===== config.mk =====
export PLATFORM = sky130hd
export DESIGN_NAME = admux_burst_ctrl
export DESIGN_NICKNAME = d
export VERILOG_FILES = /design/src/rtl/admux_pkg.sv /design/src/rtl/admux_ce_guard.sv /design/src/rtl/admux_job_track.sv /design/src/rtl/admux_burst_ctrl.sv
export SDC_FILE = /design/constraint.sdc
export NUM_CORES = 1
export LEC_CHECK = 0
export BUFFER_PORTS_ARGS = -buffer_cell sky130_fd_sc_hd__buf_2
export CAP_MARGIN = 20
export CORE_MARGIN = 2
export CORE_UTILIZATION = 56
export DETAILED_ROUTE_END_ITERATION = 10
export PLACE_DENSITY = 0.85
export REMOVE_ABC_BUFFERS = 1
export SETUP_SLACK_MARGIN = 0.02
export SYNTH_ARGS = -nofsm -noshare
export SYNTH_HDL_FRONTEND = slang
export SYNTH_SLANG_ARGS = --single-unit

===== constraint.sdc =====
create_clock -name clk -period 4.3 [get_ports clk]
set_input_delay 0.86 -clock clk [delete_from_list [all_inputs] [get_ports clk]]
set_output_delay 0.86 -clock clk [all_outputs]
set_load 0.01 [all_outputs]

===== src/rtl/admux_pkg.sv =====
package admux_pkg;
  localparam int DQ_W = 16;

  typedef enum logic [1:0] {
    ST_IDLE,
    ST_ADDR,
    ST_LAT,
    ST_XFER
  } bus_st_t;
endpackage


===== src/rtl/admux_ce_guard.sv =====
// Tracks how long chip enable has been low and how long it has been high.
module admux_ce_guard #(
  parameter int CEM_CYCLES = 64,
  parameter int GAP_CYCLES = 1
) (
  input  logic clk,
  input  logic rst_n,
  input  logic ce_n,
  output logic must_close,
  output logic gap_ok
);
  localparam int CW = $clog2(CEM_CYCLES + 1);
  localparam int GW = $clog2(GAP_CYCLES + 1);

  logic [CW-1:0] low_cnt;
  logic [GW-1:0] high_cnt;

  always_ff @(posedge clk) begin
    if (!rst_n) begin
      low_cnt  <= '0;
      high_cnt <= '0;
    end else begin
      if (ce_n) low_cnt <= '0;
      else if (low_cnt < CW'(CEM_CYCLES)) low_cnt <= low_cnt + 1'b1;
      if (!ce_n) high_cnt <= '0;
      else if (high_cnt < GW'(GAP_CYCLES)) high_cnt <= high_cnt + 1'b1;
    end
  end

  // The current edge is the last low edge the window allows.
  assign must_close = !ce_n && (low_cnt >= CW'(CEM_CYCLES - 1));
  // The current edge completes the minimum high time.
  assign gap_ok     = ce_n && (high_cnt >= GW'(GAP_CYCLES - 1));
endmodule


===== src/rtl/admux_job_track.sv =====
// Holds the request in progress: next word address and words remaining.
module admux_job_track #(
  parameter int AW = 23,
  parameter int LW = 8
) (
  input  logic          clk,
  input  logic          rst_n,
  input  logic          load,
  input  logic          load_write,
  input  logic [AW-1:0] load_addr,
  input  logic [LW-1:0] load_len,
  input  logic [1:0]    load_be,
  input  logic          step,
  output logic          busy,
  output logic          last,
  output logic          is_write,
  output logic [AW-1:0] addr,
  output logic [1:0]    be
);
  localparam int RW = LW + 1;

  logic [RW-1:0] remain;

  always_ff @(posedge clk) begin
    if (!rst_n) begin
      remain   <= '0;
      addr     <= '0;
      is_write <= 1'b0;
      be       <= 2'b00;
    end else if (load) begin
      remain   <= RW'(load_len) + 1'b1;
      addr     <= load_addr;
      is_write <= load_write;
      be       <= load_be;
    end else if (step && remain != '0) begin
      remain <= remain - 1'b1;
      addr   <= addr + 1'b1;
    end
  end

  assign busy = (remain != '0);
  assign last = (remain == RW'(1));
endmodule


===== src/rtl/admux_burst_ctrl.sv =====
module admux_burst_ctrl
  import admux_pkg::*;
#(
  parameter int AW              = 23,
  parameter int LW              = 8,
  parameter int LATENCY         = 3,
  parameter int CEM_CYCLES      = 64,
  parameter int GAP_CYCLES      = 1,
  parameter bit WAIT_ACTIVE_LOW = 1'b1
) (
  input  logic             clk,
  input  logic             rst_n,
  input  logic             req_valid,
  output logic             req_ready,
  input  logic             req_write,
  input  logic [AW-1:0]    req_addr,
  input  logic [LW-1:0]    req_len,
  input  logic [1:0]       req_be,
  input  logic             wdata_valid,
  output logic             wdata_ready,
  input  logic [DQ_W-1:0]  wdata,
  output logic             rdata_valid,
  output logic [DQ_W-1:0]  rdata,
  output logic             rdata_last,
  output logic             mem_ce_n,
  output logic             mem_adv_n,
  output logic             mem_oe_n,
  output logic             mem_we_n,
  output logic             mem_lb_n,
  output logic             mem_ub_n,
  output logic [AW-17:0]   mem_a_hi,
  output logic [DQ_W-1:0]  mem_dq_o,
  output logic             mem_dq_oe,
  input  logic [DQ_W-1:0]  mem_dq_i,
  input  logic             mem_wait
);
  localparam int LATW = (LATENCY > 2) ? $clog2(LATENCY) : 1;

  initial begin
    if (LATENCY < 2) $error("LATENCY must be at least 2");
    if (CEM_CYCLES < LATENCY + 2) $error("CEM_CYCLES too small for LATENCY");
    if (AW <= DQ_W) $error("AW must exceed the bus width");
  end

  bus_st_t         st;
  logic [LATW-1:0] lat_cnt;
  logic [DQ_W-1:0] hold_word;
  logic            hold_vld;

  logic busy, last, is_write;
  logic [AW-1:0] addr;
  logic [1:0]    be;
  logic must_close, gap_ok;

  logic wait_act, accept, open_ok, xfer_ok, lat_done;
  logic pop_first, pop_next, xfer_close;

  admux_job_track #(.AW(AW), .LW(LW)) u_job (
    .clk(clk), .rst_n(rst_n),
    .load(accept), .load_write(req_write), .load_addr(req_addr),
    .load_len(req_len), .load_be(req_be),
    .step(xfer_ok),
    .busy(busy), .last(last), .is_write(is_write), .addr(addr), .be(be)
  );

  admux_ce_guard #(.CEM_CYCLES(CEM_CYCLES), .GAP_CYCLES(GAP_CYCLES)) u_guard (
    .clk(clk), .rst_n(rst_n), .ce_n(mem_ce_n),
    .must_close(must_close), .gap_ok(gap_ok)
  );

  // Handshake and transfer decisions for the coming edge.
  always_comb begin
    wait_act   = WAIT_ACTIVE_LOW ? ~mem_wait : mem_wait;
    req_ready  = (st == ST_IDLE) && !busy;
    accept     = req_valid && req_ready;
    open_ok    = (st == ST_IDLE) && busy && gap_ok &&
                 (!is_write || hold_vld || wdata_valid);
    xfer_ok    = (st == ST_XFER) && !wait_act;
    lat_done   = (st == ST_LAT) && !must_close && (lat_cnt == '0);
    pop_first  = lat_done && is_write && !hold_vld;
    pop_next   = xfer_ok && is_write && !last && !must_close && wdata_valid;
    wdata_ready = pop_first || pop_next;
    // Writes close unless the next word is loaded; reads close at the end or at the window limit.
    if (is_write) xfer_close = !pop_next;
    else          xfer_close = must_close || (xfer_ok && last);
  end

  // Bus pins follow the registered state.
  always_comb begin
    mem_ce_n  = (st == ST_IDLE);
    mem_adv_n = (st != ST_ADDR);
    mem_we_n  = !(is_write && st != ST_IDLE);
    mem_oe_n  = !(!is_write && (st == ST_LAT || st == ST_XFER));
    mem_dq_oe = (st == ST_ADDR) || (is_write && (st == ST_LAT || st == ST_XFER));
    mem_dq_o  = (st == ST_ADDR) ? addr[DQ_W-1:0] : hold_word;
    mem_a_hi  = addr[AW-1:DQ_W];
    mem_lb_n  = (st == ST_IDLE) || (is_write && !be[0]);
    mem_ub_n  = (st == ST_IDLE) || (is_write && !be[1]);
  end

  always_ff @(posedge clk) begin
    if (!rst_n) begin
      st      <= ST_IDLE;
      lat_cnt <= '0;
    end else begin
      unique case (st)
        ST_IDLE: if (open_ok) st <= ST_ADDR;
        ST_ADDR: begin
          st      <= ST_LAT;
          lat_cnt <= LATW'(LATENCY - 2);
        end
        ST_LAT: begin
          if (must_close)          st <= ST_IDLE;
          else if (lat_cnt == '0)  st <= ST_XFER;
          else                     lat_cnt <= lat_cnt - 1'b1;
        end
        ST_XFER: if (xfer_close) st <= ST_IDLE;
        default: st <= ST_IDLE;
      endcase
    end
  end

  // Write word holding: a taken word stays until the memory accepts it.
  always_ff @(posedge clk) begin
    if (!rst_n) begin
      hold_word <= '0;
      hold_vld  <= 1'b0;
    end else if (wdata_ready) begin
      hold_word <= wdata;
      hold_vld  <= 1'b1;
    end else if (xfer_ok && is_write) begin
      hold_vld  <= 1'b0;
    end
  end

  // Read return path.
  always_ff @(posedge clk) begin
    if (!rst_n) begin
      rdata_valid <= 1'b0;
      rdata       <= '0;
      rdata_last  <= 1'b0;
    end else begin
      rdata_valid <= xfer_ok && !is_write;
      if (xfer_ok && !is_write) begin
        rdata      <= mem_dq_i;
        rdata_last <= last;
      end
    end
  end
endmodule


==> flow_summary.json, run 1 <==
{
  "drc": 0,
  "hold_buffers": 0,
  "end_kind": "output pin",
  "netlist_top_cells_area": "dfxtp_1 39%, nand2_1 6.9%, a21oi_1 6.0%",
  "ys.flop_type": "dfxtp_1",
  "path_class": "reg2out",
  "h-tree-depth": 3,
  "max_freq_mhz": 320,
  "most-common-layout-cells": "120 x buf_2, 81 x dfxtp_1, 76 x nand2_1",
  "cts.path.max_buffers": 2,
  "period_minus_slack_ps": 3120,
  "fin_area_um2": 4880,
  "hold_violations": 0,
  "cts_sinks": 81,
  "num_vias": 3949,
  "area_delta_synth_final_pct": 17.5,
  "leakage_nw": 2.07,
  "cts_made_buffers": 9,
  "io_pins": 121,
  "placed_area_um2": 4700,
  "synth_seq_cells": 81,
  "grt_max_degree": 34,
  "final_nets": 671,
  "synth_xor_area_frac": 0.0653,
  "cp_slowest_cell": "nand2b_1",
  "p_int_mw": 1.64,
  "wl_per_cell_um": 14.3,
  "pwr-share-clk": 0.187,
  "synth_edf_count": 0,
  "fill_cells": 588,
  "fin_worst_skew_ps": 15.4,
  "syn_inst": 494,
  "yosysTopAreaCell": "dfxtp_1",
  "seqPwrFrac": 0.418,
  "insertion_delay_ps": 370,
  "cts_setup_buffers": 0,
  "yosys.area_share.simple": 0.237,
  "final_common_cell": "buf_2",
  "dp_hpwl_um": 7340,
  "syn_avg_cell_area_um2": 8.41,
  "rsz0062_at_grt": "false",
  "path_buf_inv": 1,
  "core-area_um2": 7210,
  "async_flop_share": 0,
  "die_y_um": 90.2,
  "clk_pin_slew_ps": 90,
  "critPathTopFamily": "simple AND/OR/NAND/NOR gates",
  "grt_pass1_vias": 3717,
  "synth_top_family_by_area": "simple AND/OR/NAND/NOR gates",
  "antennaDiodeCount": 0,
  "grt_use_total": 0.250,
  "max_stage_delay_ps": 720,
  "setup_tns_ps": 0,
  "arrival_ps": 2260,
  "yosys_warnings": 0,
  "cp_cell_sequence": "nand2b_1, mux2_2, buf_2",
  "report.power.total_mw": 2.82,
  "cts-root-buf": "clkbuf_8",
  "p_sw_mw": 1.18,
  "postRouteAntennaNets": 0,
  "netSwitchingFraction": 0.419,
  "maxCapViolCount": 0,
  "synth-compound-area-share": 0.178,
  "yosysTopAreaCellShare": 0.390,
  "synth.area.mux_share": 0.0482,
  "combPwrFrac": 0.395,
  "die_w_um": 90.2,
  "wl_um": 9960,
  "cts_tree": "built",
  "required_ps": 3440,
  "antenna_found_initial": 0,
  "setup_viol": 0,
  "finalCritPeriodShare": 0.726,
  "drive_gt1_frac": 0.301,
  "synth_cell_types": 55,
  "syn-cell-area_um2": 4160,
  "grt_pass1_wl_um": 16900,
  "rows": 31,
  "drv_slew": 0,
  "drt-pass1-iter-count": 4,
  "peakVddDrop_uv": 337,
  "yosysSeqAreaShare": 0.390,
  "portBuffers": 120,
  "critPathMaxFanout": 17,
  "die_area_um2": 8130,
  "vias_per_cell": 5.67,
  "post_cts_resized": 0,
  "run_status": "complete, no violations",
  "pwr_density_cell_nw_per_um2": 578,
  "worst_pin_slew_ps": 847,
  "cp-start-kind": "flop",
  "start_util": 0.576,
  "place.gp.congestion": 0.849,
  "synthAdderAreaFrac": 0.0211,
  "overflow": 0,
  "min_path_type": "reg2reg",
  "drt_iter0_drc": 162,
  "maxSlewHeadroom": 0.435
}
[cell families after synthesis]
family,count (synthesis)
AOI/OAI and AO/OA,119
xor gates and xnor gates,31
adders and majority gates,7
buffers and inverters,46
DFF,81
muxes,18
and+or+nand+nor,192
[power groups by stage]
stage	clock (mW)	combinational (mW)	sequential, mW
floorplan	0	0.767	1.15
global placement	0	1.08	1.18
detailed placement	0	1.11	1.19
CTS	0.534	1.12	1.17
global route	0.562	1.25	1.21
finish	0.528	1.12	1.18
[area by class of cell]
cell class              count  area, µm²  share of cell area
multi-input cells         367       2280               0.467
clock buffers              10        138              0.0282
clock inverters             6       50.0              0.0102
flip-flops and latches     81       1620               0.332
well taps                  99        124              0.0254
repair buffers            124        631               0.129
inverters                  10       37.5             0.00768
[layer usage]
metal | GRT usage | wire length [µm] | up-vias | part of all wire
met3 | 0.0553 | 680 | 19 | 0.068
li1 | - | - | 1938 | -
met4 | 0.0949 | 198 | 0 | 0.020
met1 | 0.313 | 4320 | 1855 | 0.43
met2 | 0.423 | 4760 | 137 | 0.48
met5 | 0 | 0 | - | 0
[per-stage QoR]
step | utilization | std cells | hold WS (ps) | setup slack (ps)
2_1_floorplan | - | 458 | 425 | 1590
5_1_grt | 0.677 | 697 | 467 | 998
3_5_place_dp | 0.651 | 681 | 441 | 1580
6_report | 0.677 | 697 | 452 | 1180
4_1_cts | 0.677 | 697 | 453 | 1180
3_3_place_gp | 0.651 | 681 | 434 | 1660
[synthesized netlist by cell type, drive strengths merged (10+ instances only)]
master	number
mux2	16
o21ai	40
xor2	24
nand2	76
nand3	38
a21oi	51
inv	10
nor2	28
buf	18
dfxtp	81
clkbuf	18
[state kept, by name, summed over array words and instances (netlist names)]
| register | count |
|---|---|
| u_job.be | 2 |
| u_job.addr | 23 |
| st | 2 |
| hold_word | 16 |
| rdata | 16 |
| u_guard.low_cnt | 7 |
| rdata_valid | 1 |
| lat_cnt | 2 |
| hold_vld | 1 |
| u_job.remain | 9 |
| rdata_last | 1 |
| u_job.is_write | 1 |
[path summary, 6_finish.rpt]
path | startpoint | end | slack (ps) | cells past startpoint
max | st[1] | mem_dq_o[1] | 1180 | 3
min | u_job.be[0] | u_job.be[0] | 450 | 2
max reg2reg | st[1] | u_job.addr[0] | 1910 | 6
min reg2reg | u_job.be[0] | u_job.be[0] | 450 | 2
[worst register-to-register path: stages, from the launching register on]
cell and delay [ps]:
dfxtp_1 450, or2_1 400, inv_1 230, and4_1 630, nor2_1 180, a221oi_1 310
nor2_1 70
No activity file was read; power rests on OpenSTA's default activity.
==> run 2, diff against run 1 <==
--- a/config.mk
+++ b/config.mk
@@ -8,9 +8,9 @@
 export BUFFER_PORTS_ARGS = -buffer_cell sky130_fd_sc_hd__buf_2
 export CAP_MARGIN = 20
 export CORE_MARGIN = 2
-export CORE_UTILIZATION = 56
+export CORE_UTILIZATION = 47
 export DETAILED_ROUTE_END_ITERATION = 10
-export PLACE_DENSITY = 0.85
+export PLACE_DENSITY = 0.76
 export REMOVE_ABC_BUFFERS = 1
 export SETUP_SLACK_MARGIN = 0.02
 export SYNTH_ARGS = -nofsm -noshare
==> constraint.sdc (replaced) <==
create_clock -name clk -period 2.7 [get_ports clk]
set_input_delay 0.54 -clock clk [delete_from_list [all_inputs] [get_ports clk]]
set_output_delay 0.54 -clock clk [all_outputs]
set_load 0.01 [all_outputs]
==> run 2 against run 1 <==
Effect of this change: utilization is 11 points lower; hold slack got worse by 49 ps; sequential power increased by 59%; combinational power rose by 63%; cell count grew 1.7%; critical path depth is 2 higher; via count is 3.4% lower; clock power rose by 64%; global-route usage is 3.6 points lower; clock skew down 8.0 ps; sequential cell count did not move; power increased by 62%; highest routed layer unchanged.
==> flow_summary.json, run 2 (synthesis results as in run 1) <==
{
  "antenna_found_initial": 0,
  "cts-root-buf": "clkbuf_8",
  "grt_pass1_wl_um": 17200,
  "top_regs": "u_job.addr x23, hold_word x16, rdata x16",
  "placed_area_um2": 4740,
  "post_cts_resized": 0,
  "setup_viol": 0,
  "start_util": 0.481,
  "top_register": "u_job.addr",
  "path_class": "reg2out",
  "die_y_um": 98.0,
  "pwr_density_cell_nw_per_um2": 928,
  "num_vias": 3813,
  "place.gp.congestion": 0.858,
  "io_pins": 121,
  "setup_tns_ps": 0,
  "die_area_um2": 9610,
  "largest_register_ffs": 23,
  "finalCritPeriodShare": 0.937,
  "max_freq_mhz": 395,
  "cts_sinks": 81,
  "hold_buffers": 0,
  "area_delta_synth_final_pct": 18.4,
  "drv_slew": 0,
  "arrival_ps": 1990,
  "final_common_cell": "buf_2",
  "h-tree-depth": 3,
  "insertion_delay_ps": 360,
  "postRouteAntennaNets": 0,
  "vias_per_cell": 5.38,
  "hold_violations": 0,
  "drt_iter0_drc": 171,
  "drc": 0,
  "core-area_um2": 8640,
  "peakVddDrop_uv": 488,
  "leakage_nw": 2.09,
  "cts_made_buffers": 9,
  "drive_gt1_frac": 0.303,
  "clk_pin_slew_ps": 80,
  "portBuffers": 120,
  "period_minus_slack_ps": 2530,
  "die_w_um": 98.0,
  "grt_pass1_vias": 3713,
  "cts_tree": "built",
  "antennaDiodeCount": 0,
  "dp_hpwl_um": 7410,
  "rows": 34,
  "maxSlewHeadroom": 0.546,
  "cts.path.max_buffers": 2,
  "final_nets": 675,
  "grt_use_total": 0.214,
  "cp_slowest_cell": "or4b_1",
  "rsz0062_at_grt": "false",
  "overflow": 0,
  "cp-start-kind": "flop",
  "run_status": "complete, no violations",
  "fin_area_um2": 4920,
  "end_kind": "output pin",
  "utilization": 0.570,
  "required_ps": 2160,
  "wl_um": 10200,
  "fin_worst_skew_ps": 7.45,
  "cp_cell_sequence": "inv_1, ha_1, or4b_1, nor3_4, buf_2",
  "min_path_type": "in2reg",
  "worst_pin_slew_ps": 680,
  "max_stage_delay_ps": 540,
  "critPathMaxFanout": 4,
  "wl_per_cell_um": 14.3,
  "cts_setup_buffers": 0,
  "grt_max_degree": 53,
  "drt-pass1-iter-count": 4,
  "most-common-layout-cells": "120 x buf_2, 81 x dfxtp_1, 76 x nand2_1",
  "maxCapViolCount": 0
}
run 2: changes by cell type in the layout (fill, tap and decap cells not counted), sizes merged:
cell    delta
buf        +4
bufinv     +1
clkinv     -1
inv        -1
run 2: final timing paths:
check                                startpoint              end  slack, ps  cells past startpoint
worst max-delay path            u_job.remain[1]        req_ready        170                      5
worst min-delay path                  wdata[11]    hold_word[11]        400                      3
worst max register to register  u_job.remain[1]  u_job.remain[1]        520                      7
worst min register to register        rdata[13]        rdata[13]        450                      2
run 2: metal layers:
| layer | share of wire | track usage | vias to the layer above | wire length [µm] |
|---|---|---|---|---|
| met3 | 0.075 | 0.0573 | 15 | 764 |
| met5 | 0 | 0 | - | 0 |
| li1 | - | - | 1946 | - |
| met1 | 0.44 | 0.277 | 1728 | 4510 |
| met4 | 0.016 | 0.0577 | 0 | 164 |
| met2 | 0.47 | 0.355 | 124 | 4730 |
run 2: final cells by class:
class,count,area (µm²)
clock buffer,10,128
clock inverter,5,56.3
fill,789,3710
inverter,10,37.5
multi-input combinational,367,2280
sequential,81,1620
tap,108,135
timing repair buffer,128,661
run 2: power by group:
group / internal, mW / switching, mW / total [mW]
combinational: 0.772 / 1.05 / 1.82
sequential: 1.50 / 0.385 / 1.88
clock: 0.423 / 0.442 / 0.865
run 2: through the flow:
step / hold slack, ps / instances / total power, mW / setup WS [ps]
final: 403 / 709 / 4.57 / 169
after floorplan: 425 / 458 / 3.05 / 317
after global routing: 404 / 709 / 4.91 / 75.7
after CTS: 396 / 709 / 4.57 / 186
after detailed placement: 444 / 694 / 3.70 / 569
after global placement: 433 / 694 / 3.64 / 594
run 2: critical path: cells and delay by family, from the launching register on:
family,cells,cell delay [ps]
buffers and inverters,2,300
DFF,1,340
and+or+nand+nor,2,780
adders and majority gates,1,210
